$ cat config.mk
export PLATFORM = sky130hd
export DESIGN_NAME = chip_select_unit
export DESIGN_NICKNAME = d
export VERILOG_FILES = /design/src/rtl/csu_pkg.sv /design/src/rtl/csu_ctrl.sv /design/src/rtl/csu_decode.sv /design/src/rtl/chip_select_unit.sv
export SDC_FILE = /design/constraint.sdc
export NUM_CORES = 1
export LEC_CHECK = 0
export BUFFER_PORTS_ARGS = -buffer_cell sky130_fd_sc_hd__buf_2
export CORE_UTILIZATION = 30
export DETAILED_ROUTE_END_ITERATION = 6
export GPL_TIMING_DRIVEN = 0
export PLACE_DENSITY = 0.58
export SLEW_MARGIN = 20
export SYNTH_ARGS = -nofsm -noshare
export SYNTH_HDL_FRONTEND = slang
export SYNTH_SLANG_ARGS = --single-unit
$ cat constraint.sdc
create_clock -name clk -period 2.3 [get_ports clk]
set_input_delay 0.23 -clock clk [delete_from_list [all_inputs] [get_ports clk]]
set_output_delay 0.23 -clock clk [all_outputs]
set_load 0.05 [all_outputs]
$ cat src/rtl/csu_pkg.sv
package csu_pkg;
  localparam int MEM_AW     = 20;
  localparam int IO_AW      = 16;
  localparam int REG_W      = 16;
  localparam int WAIT_W     = 2;
  localparam int LOW_SHIFT  = 10;
  localparam int MID_SHIFT  = 13;
  localparam int MID_SUBS   = 4;
  localparam int PER_SHIFT  = 10;
  localparam int WIN_SHIFT  = 7;
  localparam int PER_LO_N   = 4;
  localparam int SIZE_W     = 2;

  localparam int LOW_TOP_W  = MEM_AW - LOW_SHIFT;
  localparam int MID_BASE_W = MEM_AW - MID_SHIFT;
  localparam int PER_BASE_W = MEM_AW - PER_SHIFT;
  localparam int PER_IO_W   = IO_AW - PER_SHIFT;
  localparam int SUB_W      = $clog2(MID_SUBS);
  localparam int WIN_W      = PER_SHIFT - WIN_SHIFT;
  localparam int SUB_SHIFT  = MID_SHIFT - SUB_W;

  // register field positions
  localparam int RDY_BIT    = 2;
  localparam int AUX_SIZE_LO = 8;
  localparam int AUX_ADDR_BIT = 7;
  localparam int AUX_IO_BIT   = 6;

  typedef enum logic [1:0] {
    REG_LOW = 2'd0,
    REG_MID = 2'd1,
    REG_PER = 2'd2,
    REG_AUX = 2'd3
  } regSel_e;

  typedef struct packed {
    logic                  lowEn;
    logic                  midEn;
    logic                  perEn;
    logic [LOW_TOP_W-1:0]  lowTop;
    logic                  lowRdyIgn;
    logic [WAIT_W-1:0]     lowWait;
    logic [MID_BASE_W-1:0] midBase;
    logic [SIZE_W-1:0]     midSize;
    logic                  midRdyIgn;
    logic [WAIT_W-1:0]     midWait;
    logic [PER_BASE_W-1:0] perBase;
    logic                  perIo;
    logic                  perRdyIgn;
    logic [WAIT_W-1:0]     perWait;
    logic                  p56Addr;
    logic                  p56RdyIgn;
    logic [WAIT_W-1:0]     p56Wait;
  } csuCfg_t;
endpackage

$ cat src/rtl/csu_ctrl.sv
module csu_ctrl
  import csu_pkg::*;
(
  input  logic             clk,
  input  logic             rstN,
  input  logic             regWr,
  input  logic             regRd,
  input  logic [1:0]       regSel,
  input  logic [REG_W-1:0] regWrData,
  output logic [REG_W-1:0] regRdData,
  output csuCfg_t          cfg
);
  logic [REG_W-1:0] lowReg, midReg, perReg, auxReg;
  logic lowSeen, midSeen, perSeen, auxSeen;
  logic regAccess;
  regSel_e selE;

  assign regAccess = regWr | regRd;
  assign selE      = regSel_e'(regSel);

  always_ff @(posedge clk or negedge rstN) begin
    if (!rstN) begin
      lowReg  <= '0;
      midReg  <= '0;
      perReg  <= '0;
      auxReg  <= '0;
      lowSeen <= 1'b0;
      midSeen <= 1'b0;
      perSeen <= 1'b0;
      auxSeen <= 1'b0;
    end else begin
      if (regWr) begin
        case (selE)
          REG_LOW: lowReg <= regWrData;
          REG_MID: midReg <= regWrData;
          REG_PER: perReg <= regWrData;
          default: auxReg <= regWrData;
        endcase
      end
      if (regAccess) begin
        case (selE)
          REG_LOW: lowSeen <= 1'b1;
          REG_MID: midSeen <= 1'b1;
          REG_PER: perSeen <= 1'b1;
          default: auxSeen <= 1'b1;
        endcase
      end
    end
  end

  always_comb begin
    case (selE)
      REG_LOW: regRdData = lowReg;
      REG_MID: regRdData = midReg;
      REG_PER: regRdData = perReg;
      default: regRdData = auxReg;
    endcase
  end

  always_comb begin
    cfg.lowEn     = lowSeen;
    cfg.midEn     = midSeen & auxSeen;
    cfg.perEn     = perSeen & auxSeen;
    cfg.lowTop    = lowReg[REG_W-1 -: LOW_TOP_W];
    cfg.lowRdyIgn = lowReg[RDY_BIT];
    cfg.lowWait   = lowReg[WAIT_W-1:0];
    cfg.midBase   = midReg[REG_W-1 -: MID_BASE_W];
    cfg.midSize   = auxReg[AUX_SIZE_LO +: SIZE_W];
    cfg.midRdyIgn = midReg[RDY_BIT];
    cfg.midWait   = midReg[WAIT_W-1:0];
    cfg.perBase   = perReg[REG_W-1 -: PER_BASE_W];
    cfg.perIo     = auxReg[AUX_IO_BIT];
    cfg.perRdyIgn = perReg[RDY_BIT];
    cfg.perWait   = perReg[WAIT_W-1:0];
    cfg.p56Addr   = auxReg[AUX_ADDR_BIT];
    cfg.p56RdyIgn = auxReg[RDY_BIT];
    cfg.p56Wait   = auxReg[WAIT_W-1:0];
  end

  // any access to the low register arms the low select
  p_low_arm_r2: assert property (@(posedge clk) disable iff (!rstN)
    (regAccess && selE == REG_LOW) |=> cfg.lowEn);

  // once armed, the midrange group stays armed
  p_mid_sticky_r3: assert property (@(posedge clk) disable iff (!rstN)
    cfg.midEn |=> cfg.midEn);

  // peripheral group only arms as the result of a register access
  p_per_arm_cause_r5: assert property (@(posedge clk) disable iff (!rstN)
    $rose(cfg.perEn) |-> $past(regAccess));
endmodule

$ cat src/rtl/csu_decode.sv
module csu_decode
  import csu_pkg::*;
(
  input  logic                 clk,
  input  logic                 rstN,
  input  csuCfg_t              cfg,
  input  logic                 cycleValid,
  input  logic                 cycleIsIo,
  input  logic [MEM_AW-1:0]    busAddr,
  output logic                 lowCsN,
  output logic [MID_SUBS-1:0]  midCsN,
  output logic [PER_LO_N-1:0]  perLoCsN,
  output logic                 perCs5N,
  output logic                 perCs6N,
  output logic [WAIT_W-1:0]    waitStates,
  output logic                 needExtReady
);
  logic memCyc, ioCyc;
  logic lowHit, midHit, perHit, perSpaceOk, perBaseHit;
  logic [MID_BASE_W-1:0] midAddr;
  logic [SUB_W-1:0]      midSub;
  logic [WIN_W-1:0]      winIdx;
  logic [MID_SUBS-1:0]   midSel;
  logic [PER_LO_N-1:0]   perLoSel;
  logic sel5, sel6, anySel;
  logic unusedAddrBits;

  assign unusedAddrBits = ^{busAddr[WIN_SHIFT-1:3], busAddr[0]};

  assign memCyc = cycleValid & ~cycleIsIo;
  assign ioCyc  = cycleValid &  cycleIsIo;

  assign lowHit = cfg.lowEn & memCyc &
                  (busAddr[MEM_AW-1:LOW_SHIFT] <= cfg.lowTop);

  assign midAddr = busAddr[MEM_AW-1:MID_SHIFT];
  assign midHit  = cfg.midEn & memCyc & ~lowHit &
                   ((midAddr >> cfg.midSize) == (cfg.midBase >> cfg.midSize));
  assign midSub  = SUB_W'(busAddr >> (SUB_SHIFT + int'(cfg.midSize)));

  assign perSpaceOk = cfg.perIo ? ioCyc : memCyc;
  assign perBaseHit = cfg.perIo
    ? (busAddr[IO_AW-1:PER_SHIFT] == cfg.perBase[PER_IO_W-1:0])
    : (busAddr[MEM_AW-1:PER_SHIFT] == cfg.perBase);
  assign perHit = cfg.perEn & perSpaceOk & perBaseHit & ~lowHit & ~midHit;
  assign winIdx = busAddr[PER_SHIFT-1:WIN_SHIFT];

  for (genvar k = 0; k < MID_SUBS; k++) begin : g_mid
    assign midSel[k] = midHit & (midSub == SUB_W'(k));
  end

  for (genvar i = 0; i < PER_LO_N; i++) begin : g_per
    assign perLoSel[i] = perHit & (winIdx == WIN_W'(i));
  end

  assign sel5 = perHit & ~cfg.p56Addr & (winIdx == WIN_W'(5));
  assign sel6 = perHit & ~cfg.p56Addr & (winIdx == WIN_W'(6));
  assign anySel = lowHit | (|midSel) | (|perLoSel) | sel5 | sel6;

  assign lowCsN   = ~lowHit;
  assign midCsN   = ~midSel;
  assign perLoCsN = ~perLoSel;
  assign perCs5N  = cfg.p56Addr ? busAddr[1] : ~sel5;
  assign perCs6N  = cfg.p56Addr ? busAddr[2] : ~sel6;

  always_comb begin
    waitStates   = '0;
    needExtReady = 1'b0;
    if (lowHit) begin
      waitStates   = cfg.lowWait;
      needExtReady = ~cfg.lowRdyIgn;
    end else if (|midSel) begin
      waitStates   = cfg.midWait;
      needExtReady = ~cfg.midRdyIgn;
    end else if (|perLoSel) begin
      waitStates   = cfg.perWait;
      needExtReady = ~cfg.perRdyIgn;
    end else if (sel5 | sel6) begin
      waitStates   = cfg.p56Wait;
      needExtReady = ~cfg.p56RdyIgn;
    end
  end

  // never more than one select at a time
  p_one_select_r8: assert property (@(posedge clk) disable iff (!rstN)
    $countones({~lowCsN, ~midCsN, ~perLoCsN, sel5, sel6}) <= 1);

  // outside a bus cycle every select is released
  p_idle_high_r7: assert property (@(posedge clk) disable iff (!rstN)
    !cycleValid |-> (lowCsN && (&midCsN) && (&perLoCsN) && !sel5 && !sel6));

  // memory-only groups stay off in I/O cycles
  p_io_no_mem_r7: assert property (@(posedge clk) disable iff (!rstN)
    cycleIsIo |-> (lowCsN && (&midCsN)));

  // unarmed low select stays off
  p_low_gate_r2: assert property (@(posedge clk) disable iff (!rstN)
    !cfg.lowEn |-> lowCsN);

  // unarmed midrange group stays off
  p_mid_gate_r3: assert property (@(posedge clk) disable iff (!rstN)
    !cfg.midEn |-> (&midCsN));

  // unarmed peripheral group stays off
  p_per_gate_r5: assert property (@(posedge clk) disable iff (!rstN)
    !cfg.perEn |-> ((&perLoCsN) && !sel5 && !sel6));

  // in address mode pins 5 and 6 never select
  p_addr_mode_r9: assert property (@(posedge clk) disable iff (!rstN)
    cfg.p56Addr |-> (!sel5 && !sel6));

  // no select means no waits and no ready request
  p_idle_wait_r10: assert property (@(posedge clk) disable iff (!rstN)
    !anySel |-> (waitStates == '0 && !needExtReady));
endmodule

$ cat src/rtl/chip_select_unit.sv
module chip_select_unit
  import csu_pkg::*;
(
  input  logic                 clk,
  input  logic                 rstN,
  input  logic                 regWr,
  input  logic                 regRd,
  input  logic [1:0]           regSel,
  input  logic [REG_W-1:0]     regWrData,
  output logic [REG_W-1:0]     regRdData,
  input  logic                 cycleValid,
  input  logic                 cycleIsIo,
  input  logic [MEM_AW-1:0]    busAddr,
  output logic                 lowCsN,
  output logic [MID_SUBS-1:0]  midCsN,
  output logic [PER_LO_N-1:0]  perLoCsN,
  output logic                 perCs5N,
  output logic                 perCs6N,
  output logic [WAIT_W-1:0]    waitStates,
  output logic                 needExtReady
);
  csuCfg_t cfg;

  csu_ctrl ctrl_i (
    .clk       (clk),
    .rstN      (rstN),
    .regWr     (regWr),
    .regRd     (regRd),
    .regSel    (regSel),
    .regWrData (regWrData),
    .regRdData (regRdData),
    .cfg       (cfg)
  );

  csu_decode decode_i (
    .clk          (clk),
    .rstN         (rstN),
    .cfg          (cfg),
    .cycleValid   (cycleValid),
    .cycleIsIo    (cycleIsIo),
    .busAddr      (busAddr),
    .lowCsN       (lowCsN),
    .midCsN       (midCsN),
    .perLoCsN     (perLoCsN),
    .perCs5N      (perCs5N),
    .perCs6N      (perCs6N),
    .waitStates   (waitStates),
    .needExtReady (needExtReady)
  );
endmodule

== Word level (Yosys, flattened, before mapping) ==
Index checks and enable logic that the tools add are counted.

* Flip-flop bits (word level): 68
* Input port bits: 44
* Output and inout bits: 30
* Logic and storage cells: 92

* $add $sub $neg: 1
* Order comparisons: 1
* Eq/ne operators: 13
* Shift-type cells: 3
* Multiplexer cells: 13
* Bitwise operators: 39
* Reductions and logical operators: 14

{| class="wikitable"
|+ Operator list
! operator !! count
|-
| $pmux 16 s3 || 1
|-
| $shr 20x32->2 || 1
|-
| $and 1x1->1 || 24
|-
| $reduce_and 2->1 || 8
|-
| $shr 7x2->7 || 2
|-
| $not 1->1 || 11
|-
| $eq 10x10->1 || 1
|-
| $le 10x10->1 || 1
|-
| $mux 1 || 8
|-
| $mux 2 || 4
|-
| $not 4->4 || 2
|-
| $reduce_or 4->1 || 2
|-
| $eq 7x7->1 || 1
|-
| $eq 2x2->1 const B || 3
|-
| $eq 3x2->1 const B || 2
|-
| $eq 3x3->1 const B || 2
|-
| $eq 6x6->1 || 1
|-
| $add 4x2->5 const A || 1
|-
| $eq 2x1->1 const B || 2
|-
| $logic_not 2->1 || 2
|-
| $eq 3x1->1 const B || 1
|-
| $logic_not 3->1 || 1
|-
| $reduce_or 3->1 || 1
|-
| $or 1x1->1 || 2
|}

== Depth between registers and ports, before layout ==
Gate-level depths: netlist of the first run.

* Depth in word-level cells: 16
* Mapped depth: 9
* Gate-level depth less buffers: 8

== By module ==
From an unflattened synthesis of the first run, not the netlist that was laid out.

* Cell total of the unflattened synthesis: 338
* Area total of the unflattened synthesis: 4321.6 µm²

{| class="wikitable"
|+ By module, submodules not included
! module !! times used !! cells an instance !! area each (µm²) !! seq. area each (µm²)
|-
| csu_ctrl || 1 || 217 || 3369.5 || 1701.6
|-
| csu_decode || 1 || 121 || 952.2 || 0.0
|}

== Worst setup path after synthesis of the first run ==
Ideal clock, no wire load.

* Kind: register to output
* Start: register ctrl_i.lowReg[13]
* End: output perCs5N
* Arrival: 2.886 ns
* Data required time: 2.070 ns
* Slack: -0.816 ns
* Cell stages (with the launch flop): 9
* Buffers on the path: 1
* Cell sequence: dfrtp_1 -> inv_1 -> ha_1 -> a21o_1 -> a21o_1 -> a2111oi_0 -> a41oi_1 -> clkbuf_1 -> a31oi_1

* Cells in the longest elaborated chain, start to end: 11
* Elaborated cells on any way between the ends: 12
* Classes of those cells: order compare: 1; mux: 1; bitwise: 10

{| class="wikitable"
|+ Ends and longest elaborated chain
! element !! RTL line !! text
|-
| from (decl) || csu_ctrl.sv:13 || <nowiki>logic [REG_W-1:0] lowReg, midReg, perReg, auxReg;</nowiki>
|-
| from (signal assigned) || csu_ctrl.sv:34 || <nowiki>REG_LOW: lowReg <= regWrData;</nowiki>
|-
| $le 10x10->1 * || csu_decode.sv:34 || <nowiki>(busAddr[MEM_AW-1:LOW_SHIFT] <= cfg.lowTop);</nowiki>
|-
| $and 1x1->1 * || csu_decode.sv:33 || <nowiki>assign lowHit = cfg.lowEn & memCyc &</nowiki>
|-
| $not 1->1 * || n/a ||
|-
| via lowCsN || chip_select_unit.sv:14 || <nowiki>output logic lowCsN,</nowiki>
|-
| $and 1x1->1 (2 in series) || csu_decode.sv:37 || <nowiki>assign midHit = cfg.midEn & memCyc & ~lowHit &</nowiki>
|-
| $not 1->1 || csu_decode.sv:45 || <nowiki>assign perHit = cfg.perEn & perSpaceOk & perBaseHit & ~lowHit & ~midHit;</nowiki>
|-
| $and 1x1->1 * || csu_decode.sv:45 ||
|-
| $and 1x1->1 * (2 in series) || csu_decode.sv:56 || <nowiki>assign sel5 = perHit & ~cfg.p56Addr & (winIdx == WIN_W'(5));</nowiki>
|-
| $not 1->1 * || csu_decode.sv:63 || <nowiki>assign perCs5N = cfg.p56Addr ? busAddr[1] : ~sel5;</nowiki>
|-
| $mux 1 * || csu_decode.sv:63 ||
|-
| to (decl) || chip_select_unit.sv:17 || <nowiki>output logic perCs5N,</nowiki>
|}

The timed path passes the listed nets; every way through them passes the cells marked *.

== Worst setup path in the final report of the first run ==
* Start: register ctrl_i.auxReg[8]
* End: output waitStates[1]

* Cells in the longest elaborated chain, start to end: 12
* Elaborated cells on any way between the ends: 30
* Classes of those cells: add/sub: 1; eq/ne: 4; shift: 3; mux: 4; bitwise: 15; reduce/logical: 3

{| class="wikitable"
|+ Ends and longest elaborated chain
! element !! RTL line !! text
|-
| from (decl) || csu_ctrl.sv:13 ||
|-
| from (signal assigned) || csu_ctrl.sv:37 || <nowiki>default: auxReg <= regWrData;</nowiki>
|-
| branches (longest 10 deep; another with $add 4x2->5) || n/a ||
|-
| $mux 2 * || csu_decode.sv:72 || <nowiki>end else if (|midSel) begin</nowiki>
|-
| $mux 2 * || csu_decode.sv:69 || <nowiki>if (lowHit) begin</nowiki>
|-
| to (decl) || chip_select_unit.sv:19 || <nowiki>output logic [WAIT_W-1:0] waitStates,</nowiki>
|}

Mark *: on every way between the ends.

==> impl_metrics.env, run 1 <==
export IMPL_status="finished with violations"
export IMPL_violations="setup timing"
export IMPL_num_io_pins=74
export IMPL_grt_total_usage_pct=16.7
export IMPL_die_w_um=114
export IMPL_p_per_area_nw_per_um2=847
export IMPL_ys_seq_area_share_pct=44.9
export IMPL_start_util_pct=31.2
export IMPL_portBuffers=66
export IMPL_period_share_pct=125
export IMPL_clk_latency_ns=0.33
export IMPL_place_hpwl_um=7180
export IMPL_netlist_area_leader_share_pct=44.9
export IMPL_syn_inst=305
export IMPL_dp_cells=540
export IMPL_cts_sinks=68
export IMPL_crit_arrival_ns=2.65
export IMPL_holdCritPathClass="in2reg"
export IMPL_drtIter0Drc=157
export IMPL_synthTopCellsByCount="dfrtp_1, mux2_2, mux4_2, nand2_1, inv_1"
export IMPL_ir_worst_vdd_uv=339
export IMPL_reg2regPathDepth=2
export IMPL_grt_max_degree=46
export IMPL_synth_compound_area_share_pct=7.40
export IMPL_cp_end_kind="primary output"
export IMPL_cts_root_buf="clkbuf_16"
export IMPL_htreeDepth=3
export IMPL_synth_edf_count=0
export IMPL_yosys_warnings=0
export IMPL_critPathLaunchType="flip-flop"
export IMPL_critPathRequiredTime_ns=2.07
export IMPL_hold_viol_final=0
export IMPL_nFillCells=1135
export IMPL_synthesis_area_um2=3790
export IMPL_whs_path_depth=3
export IMPL_antenna_left=0
export IMPL_diodes=0
export IMPL_leakagePower_nw=2.17
export IMPL_drt_wl_total_um=10300
export IMPL_syn_nets=359
export IMPL_post_route_min_period_ns=2.88
export IMPL_path_class="reg2out"
export IMPL_place_ws_ns=-0.421
export IMPL_synth_cell_types=41
export IMPL_synth_area_leader_cell="dfrtp_1"
export IMPL_setup_violations=14
export IMPL_die_area_um2=13100
export IMPL_place_gp_congestion=0.747
export IMPL_drive_above_1_share_pct=51.0
export IMPL_synth_top_family_by_area="multiplexers"
export IMPL_final_nets=453
export IMPL_syn_area_per_cell_um2=12.4
export IMPL_path_max_fanout=4
export IMPL_viasPerCell=4.99
export IMPL_final_cells=572
export IMPL_worstMarginPinSlew_ns=0.805
export IMPL_ys_flop_type="dfrtp_1"
export IMPL_synth_fa_ha_area_share_pct=3.30
export IMPL_skew_ns=0
export IMPL_yosys_area_share_simple_pct=8.32
export IMPL_max_freq_mhz=347
export IMPL_synth_xor_area_share_pct=4.16
export IMPL_dr_total_vias=2856
export IMPL_relSlewSlack_pct=46.4
export IMPL_cts_clk_slew_worst_paths_ns=0.05
export IMPL_clk_path_buf_depth=2
export IMPL_core_um2=12200
export IMPL_tritoncts="done"
export IMPL_routedWlPerCell_um=17.9
export IMPL_yosysMostFrequentCell="dfrtp_1"
export IMPL_drv_cap=0
export IMPL_slew_viol_final=0
export IMPL_rsz0062_at_grt="yes"
export IMPL_placementRows=40
export IMPL_synth_top_cells_by_area="dfrtp_1, mux2_2, mux4_2, ha_1, xor2_1"
export IMPL_dr_pass1_iters=4
export IMPL_grt_pass1_wl_um=16300
export IMPL_drc=0
export IMPL_die_height_um=114
export IMPL_syn2layout_area_growth_pct=36.5
export IMPL_synth_mux_area_share_pct=28.8
export IMPL_async_reset_ff_share_pct=100
export IMPL_grt_overflow=0
export IMPL_cts_buffers=9
export IMPL_grt_pass1_vias=3036
export IMPL_antenna_found_initial=0
export IMPL_synth_seq_cells=68
export IMPL_postLayoutSetupSlackWorst_ns=-0.578
==> per-stage QoR <==
step                hold slack (ns)  util [%]  area (um^2)  TNS [ns]  power (mW)
floorplan                   -0.0656         -         3850     -2.05        2.44
global placement              0.459      36.1         4390    -10.20        2.73
detailed placement            0.160      36.4         4420    -10.03        2.76
CTS                           0.141      41.1         5000     -6.48        4.32
global route                  0.160      42.5         5170     -7.45        4.58
finish                        0.146      42.5         5170     -5.92        4.38
==> cells by family (layout without fill, tap and decap cells) <==
logic type	Yosys count	after routing
multiplexers	79	79
flip-flops	68	68
AND/OR/NAND/NOR	61	61
AO/OA/AOI/OAI	39	39
buffers and inverters	30	129
XOR/XNOR	18	18
adder cells (fa/ha/maj)	10	10
==> routing by layer <==
layer  wire (um)  GRT usage [%]  up-vias
met2        4920           26.8       69
met3         349           3.49       21
met5           0              0        -
li1            -              -     1318
met4         265           7.27        0
met1        4740           21.9     1448
==> cell usage in the layout (no fill, tap or decap), types with 3 or more instances in the layout <==
master and count:
nand3b_1 3, nand4_1 11, nand2b_1 5, nand3_1 3
o21bai_1 3, a31oi_4 3, xor2_1 10, buf_4 12
nor3_1 3, buf_8 5, mux2_1 8, o21ai_1 9
ha_4 7, clkbuf_8 4, xnor2_1 7, nor2b_1 4
buf_6 15, inv_2 8, nand2_1 17, mux2_2 49
a21o_1 3, clkbuf_1 8, mux4_2 18, clkbuf_16 9
inv_1 6, dfrtp_1 67, buf_2 55, ha_1 3
nor2_1 8, o21ai_0 5
==> where the power goes <==
part           total (mW)  switching [mW]  internal (mW)  leakage (nW)
Sequential           1.57           0.162           1.41         0.795
Clock                1.47           0.513          0.955         0.158
Combinational        1.34           0.751          0.591          1.21
==> final cells by class <==
type | count | area, um^2 | share of cell area, %
multi-input combinational | 207 | 2200 | 42.5
sequential | 68 | 1700 | 32.9
timing repair buffer | 83 | 601 | 11.6
clock buffer | 13 | 280 | 5.42
tap | 168 | 210 | 4.06
buffer | 16 | 86.3 | 1.67
inverter | 14 | 52.6 | 1.02
clock inverter | 3 | 42.5 | 0.822
==> worst max-delay path, stage by stage, from the launching register on <==
cell and delay [ns]:
dfrtp_2 0.41, mux4_2 0.55, xor2_2 0.23, a2111oi_4 0.05, buf_4 0.17, and2_4 0.14, buf_6 0.12, a22o_1 0.22
mux2_2 0.28, buf_8 0.15
==> final timing paths <==
kind                            slack (ns)                       endpoint                    startpoint
worst max register to register        1.22   ctrl_i.auxReg[8]$_DFFE_PN0P_  ctrl_i.auxReg[8]$_DFFE_PN0P_
max in group asynchronous             1.41   ctrl_i.lowReg[1]$_DFFE_PN0P_                          rstN
worst min-delay path                  0.15   ctrl_i.lowReg[8]$_DFFE_PN0P_                  regWrData[8]
worst max-delay path                 -0.58                  waitStates[1]  ctrl_i.auxReg[8]$_DFFE_PN0P_
worst min register to register        0.47     ctrl_i.perSeen$_DFFE_PN0P_    ctrl_i.perSeen$_DFFE_PN0P_
min in group asynchronous             0.34  ctrl_i.auxReg[13]$_DFFE_PN0P_                          rstN
==> flip-flops by register name, summed over array words and instances, names as in the netlist <==
signal / flops
ctrl_i.perSeen: 1
ctrl_i.midReg: 16
ctrl_i.lowReg: 16
ctrl_i.auxReg: 16
ctrl_i.midSeen: 1
ctrl_i.lowSeen: 1
ctrl_i.auxSeen: 1
ctrl_i.perReg: 16
==> timing repair <==
item,4_1_cts,5_1_grt
setup endpoints to repair,30,14
buffers inserted,6,9
pin swaps,12,15
cloned,1,0
hold buffers,1,0
endpoints found under the hold margin,23,0
gates resized for setup,48,25
(Power assumes the default switching activity.)
==> inputs of run 2 (changes only) <==
- BUFFER_PORTS_ARGS: -buffer_cell sky130_fd_sc_hd__buf_2 -> -buffer_cell sky130_fd_sc_hd__buf_4
==> run 2 against run 1 <==
  * The run still ends with setup timing left
  * Combinational power hardly changed
  * Total power is 1.1% higher
  * Sequential share of layout area is 0.28 points lower
  * Largest cell class unchanged
  * Highest routed layer unchanged
==> impl_metrics.env, run 2 (synthesis results as in run 1) <==
export IMPL_path_class="reg2out"
export IMPL_skew_ns=0
export IMPL_cts_buffers=9
export IMPL_cts_sinks=68
export IMPL_drtIter0Drc=108
export IMPL_place_hpwl_um=7170
export IMPL_portBuffers=66
export IMPL_cp_depth=8
export IMPL_drv_cap=0
export IMPL_worst_path_buf_inv=2
export IMPL_htreeDepth=3
export IMPL_leakagePower_nw=2.19
export IMPL_tritoncts="done"
export IMPL_slowest_delay_ns=0.56
export IMPL_placementRows=40
export IMPL_hold_viol_final=0
export IMPL_clk_latency_ns=0.33
export IMPL_start_util_pct=31.2
export IMPL_worst_path_dominant_cell_family="multiplexers"
export IMPL_holdCritPathClass="in2async"
export IMPL_power_total_mw=4.43
export IMPL_viasPerCell=4.97
export IMPL_critical_path_cell_chain="mux4_2 > xor2_2 > a2111oi_4 > buf_4 > a211oi_4 > a22o_1 > mux2_4 > buf_8"
export IMPL_final_nets=448
export IMPL_status="finished with violations"
export IMPL_grt_max_degree=69
export IMPL_path_max_fanout=4
export IMPL_slew_viol_final=0
export IMPL_crit_arrival_ns=2.68
export IMPL_cts_clk_slew_worst_paths_ns=0.06
export IMPL_die_height_um=114
export IMPL_max_freq_mhz=343
export IMPL_cts_root_buf="clkbuf_16"
export IMPL_holdWs_ns=0.0226
export IMPL_relSlewSlack_pct=41.2
export IMPL_dr_pass1_iters=4
export IMPL_crit_slowest_cell="mux4_2"
export IMPL_antenna_found_initial=0
export IMPL_cp_end_kind="primary output"
export IMPL_drive_above_1_share_pct=48.6
export IMPL_post_route_min_period_ns=2.91
export IMPL_die_area_um2=13100
export IMPL_core_um2=12200
export IMPL_critPathLaunchType="flip-flop"
export IMPL_p_per_area_nw_per_um2=850
export IMPL_most_common_layout_cells="dfrtp_1, buf_4, mux2_2"
export IMPL_setup_violations=14
export IMPL_dp_cells=539
export IMPL_place_gp_congestion=0.746
export IMPL_reg2regPathDepth=3
export IMPL_rsz0062_at_grt="yes"
export IMPL_grt_pass1_wl_um=16000
export IMPL_diodes=0
export IMPL_postLayoutSetupSlackWorst_ns=-0.612
export IMPL_final_common_cell="dfrtp_1"
export IMPL_drc=0
export IMPL_cts_hold_buf=0
export IMPL_setup_tns_ns=-6.61
export IMPL_die_w_um=114
export IMPL_antenna_left=0
export IMPL_violations="setup timing"
export IMPL_ir_worst_vdd_uv=300
export IMPL_grt_total_usage_pct=16.7
export IMPL_routedWlPerCell_um=18.1
export IMPL_final_cells=567
export IMPL_dr_total_vias=2819
export IMPL_drt_wl_total_um=10300
export IMPL_period_share_pct=127
export IMPL_critPathRequiredTime_ns=2.07
export IMPL_num_io_pins=74
export IMPL_syn2layout_area_growth_pct=37.7
export IMPL_worstMarginPinSlew_ns=0.882
export IMPL_place_ws_ns=-0.413
export IMPL_clk_path_buf_depth=2
export IMPL_grt_pass1_vias=2960
export IMPL_grt_overflow=0
## run 2: changes by cell type in the layout (fill, tap and decap cells not counted), moves of 3 or more
| cell | change |
|---|---|
| clkbuf_8 | -4 |
| inv_1 | +3 |
| inv_2 | -3 |
| buf_8 | -3 |
| buf_4 | +50 |
| buf_2 | -52 |
## run 2: final cells by class
cell class	instances	area (um^2)
Clock buffer	9	225
Fill cell	1157	6940
Clock inverter	7	98.8
Tap cell	168	210
Buffer	16	103
Inverter	14	52.6
Timing Repair Buffer	78	676
Sequential cell	68	1700
Multi-Input combinational cell	207	2150
## run 2: final timing paths
check	startpoint	slack, ns	end
setup / recovery	ctrl_i.auxReg[8]$_DFFE_PN0P_	-0.61	waitStates[0]
hold / removal	rstN	0.02	ctrl_i.auxReg[12]$_DFFE_PN0P_
setup reg to reg	ctrl_i.auxReg[8]$_DFFE_PN0P_	1.09	ctrl_i.auxReg[8]$_DFFE_PN0P_
hold reg to reg	ctrl_i.perSeen$_DFFE_PN0P_	0.47	ctrl_i.perSeen$_DFFE_PN0P_
max in group asynchronous	rstN	1.68	ctrl_i.auxReg[8]$_DFFE_PN0P_
min in group clk	regWrData[12]	0.13	ctrl_i.lowReg[12]$_DFFE_PN0P_
## run 2: report_power, final
part | switching [mW] | internal [mW] | leakage [nW] | total [mW]
clock network | 0.537 | 0.956 | 0.156 | 1.49
logic | 0.741 | 0.632 | 1.24 | 1.37
registers | 0.158 | 1.41 | 0.795 | 1.57
total | 1.44 | 3.00 | 2.19 | 4.43
## run 2: metrics by stage
step,util [%],area (um^2)
floorplan,-,3850
global placement,37.4,4550
CTS,42.4,5150
detailed placement,37.5,4560
finish,42.9,5220
global route,42.9,5220
## run 2: routing by layer
layer	vias up	global-route usage [%]	part of all wire, %
met5	-	0	0
met4	0	6.41	1.7
met3	11	3.65	3.0
met2	55	26.9	49
met1	1454	21.9	46
li1	1299	-	-
## run 2: repair_timing
action,in CTS,in global routing
gates cloned,1,0
pin swaps,11,5
endpoints found under the setup margin,30,14
resized for setup,40,10
setup buffers,8,4
==> inputs of run 3 (changes only) <==
- PLACE_DENSITY: 0.58 -> 0.61
==> run 3 against run 2 <==
  * The run ends with hold timing, setup timing left
  * Wire length down 1.8%
  * Count of clock-buffer cells in the layout unchanged
  * Core utilization up 0.49 points
  * Final cell count unchanged
  * Non-clock buffer count unchanged
  * Critical path type unchanged
  * Critical endpoint unchanged
  * Largest cell class unchanged
  * Highest routed layer unchanged
==> impl_metrics.env, run 3 (synthesis results as in run 1) <==
export IMPL_path_class="reg2out"
export IMPL_top_layer_used="met4"
export IMPL_fin_util_pct=43.4
export IMPL_tritoncts="done"
export IMPL_reg2regPathDepth=2
export IMPL_rsz0062_at_grt="yes"
export IMPL_die_height_um=114
export IMPL_cts_sinks=68
export IMPL_r2r_end="ctrl_i.auxReg[8]$_DFFE_PN0P_"
export IMPL_reg2reg_setup_slack_ns=1.24
export IMPL_grt_max_degree=69
export IMPL_cp_end_kind="primary output"
export IMPL_die_area_um2=13100
export IMPL_final_nets=448
export IMPL_ir_worst_vdd_uv=468
export IMPL_p_per_area_nw_per_um2=864
export IMPL_die_w_um=114
export IMPL_viasPerCell=4.96
export IMPL_drv_cap=0
export IMPL_clk_latency_ns=0.33
export IMPL_skew_ns=0
export IMPL_drc=0
export IMPL_placementRows=40
export IMPL_dr_pass1_iters=4
export IMPL_place_ws_ns=-0.374
export IMPL_critPathRequiredTime_ns=2.07
export IMPL_setup_violations=14
export IMPL_cts_buffers=9
export IMPL_crit_arrival_ns=2.56
export IMPL_place_gp_congestion=0.773
export IMPL_drt_wl_total_um=10100
export IMPL_met2WireLength_um=4730
export IMPL_post_route_min_period_ns=2.79
export IMPL_worstMarginPinSlew_ns=0.864
export IMPL_final_common_cell="dfrtp_1"
export IMPL_grt_pass1_vias=2985
export IMPL_met1_length_um=4730
export IMPL_antenna_left=0
export IMPL_power_total_mw=4.56
export IMPL_max_freq_mhz=359
export IMPL_r2r_start="ctrl_i.auxReg[8]$_DFFE_PN0P_"
export IMPL_path_common_cell="a21o_1"
export IMPL_holdWs_ns=-0.0145
export IMPL_status="finished with violations"
export IMPL_core_um2=12200
export IMPL_violations="hold timing, setup timing"
export IMPL_htreeDepth=3
export IMPL_path_max_fanout=5
export IMPL_slew_viol_final=0
export IMPL_grt_overflow=0
export IMPL_dr_total_vias=2810
export IMPL_hold_viol_final=6
export IMPL_drtIter0Drc=120
export IMPL_postLayoutSetupSlackWorst_ns=-0.486
export IMPL_drive_above_1_share_pct=50.6
export IMPL_num_io_pins=74
export IMPL_portBuffers=66
export IMPL_grt_total_usage_pct=16.3
export IMPL_start_util_pct=31.2
export IMPL_place_hpwl_um=7230
export IMPL_grt_pass1_wl_um=15900
export IMPL_diodes=0
export IMPL_crit_slowest_cell="dfrtp_1"
export IMPL_slowest_delay_ns=0.39
export IMPL_routedWlPerCell_um=17.8
export IMPL_met3_length_um=508
export IMPL_period_share_pct=121
export IMPL_holdCritPathClass="in2async"
export IMPL_setup_tns_ns=-5.80
export IMPL_relSlewSlack_pct=42.4
export IMPL_clk_path_buf_depth=2
export IMPL_critical_path_cell_chain="inv_2 > ha_4 > a21o_1 > a21o_1 > a2111oi_4 > a41oi_2 > buf_6 > buf_4 > mux2_4 > buf_8"
export IMPL_antenna_found_initial=0
export IMPL_cts_clk_slew_worst_paths_ns=0.06
export IMPL_syn2layout_area_growth_pct=39.3
export IMPL_most_common_layout_cells="dfrtp_1, buf_4, mux2_2"
export IMPL_leakagePower_nw=2.20
export IMPL_cts_root_buf="clkbuf_16"
export IMPL_critPathLaunchType="flip-flop"
-- run 3: through the flow --
step / cells / instance area (um^2)
after global placement: 539 / 4550
after floorplan: 305 / 3850
final: 567 / 5280
after global routing: 567 / 5280
after detailed placement: 539 / 4560
after CTS: 560 / 5090
-- run 3: final cells by class --
type	count	area [um^2]
Clock inverter	7	124
Fill cell	1124	6880
Timing Repair Buffer	79	683
Clock buffer	9	225
Sequential cell	68	1700
Multi-Input combinational cell	207	2190
Tap cell	168	210
Buffer	15	85.1
Inverter	14	52.6
-- run 3: metal layers --
metal  vias up  GRT usage, %
met5         -             0
met4         0          5.02
met3        11          4.39
met2        72          25.3
met1      1421          22.1
li1       1306             -
-- run 3: worst max-delay path by stage --
| stage | start | to | cells past startpoint |
|---|---|---|---|
| after global placement | ctrl_i.lowReg[10]$_DFFE_PN0P_ | perCs5N | 10 |
| after global routing | ctrl_i.auxReg[8]$_DFFE_PN0P_ | waitStates[1] | 8 |
| final | ctrl_i.lowReg[13]$_DFFE_PN0P_ | waitStates[0] | 10 |
| after detailed placement | ctrl_i.lowReg[10]$_DFFE_PN0P_ | perCs5N | 10 |
| after CTS | ctrl_i.auxReg[8]$_DFFE_PN0P_ | waitStates[0] | 8 |
| after floorplan | ctrl_i.lowReg[13]$_DFFE_PN0P_ | midCsN[0] | 8 |
-- run 3: repair_timing --
action / in CTS / in global routing
setup endpoints to repair: 30 / 20
resized for setup: 33 / 26
pin swaps: 9 / 10
hold buffers: 0 / 0
buffers inserted: 6 / 9
endpoints found under the hold margin: 0 / 0
-- run 3: critical path, delay by kind of cell (launching register included) --
family	cells	cell delay, ns
adders and majority gates	1	0.20
AOI/OAI and AO/OA	4	0.79
muxes	1	0.30
DFF	1	0.39
buffers and inverters	4	0.53
-- run 3: where the power goes --
group	switching (mW)	total, mW	leakage [nW]	internal, mW
combinational	0.739	1.38	1.23	0.642
sequential	0.159	1.57	0.795	1.41
clock	0.545	1.61	0.166	1.07
total	1.44	4.56	2.20	3.12
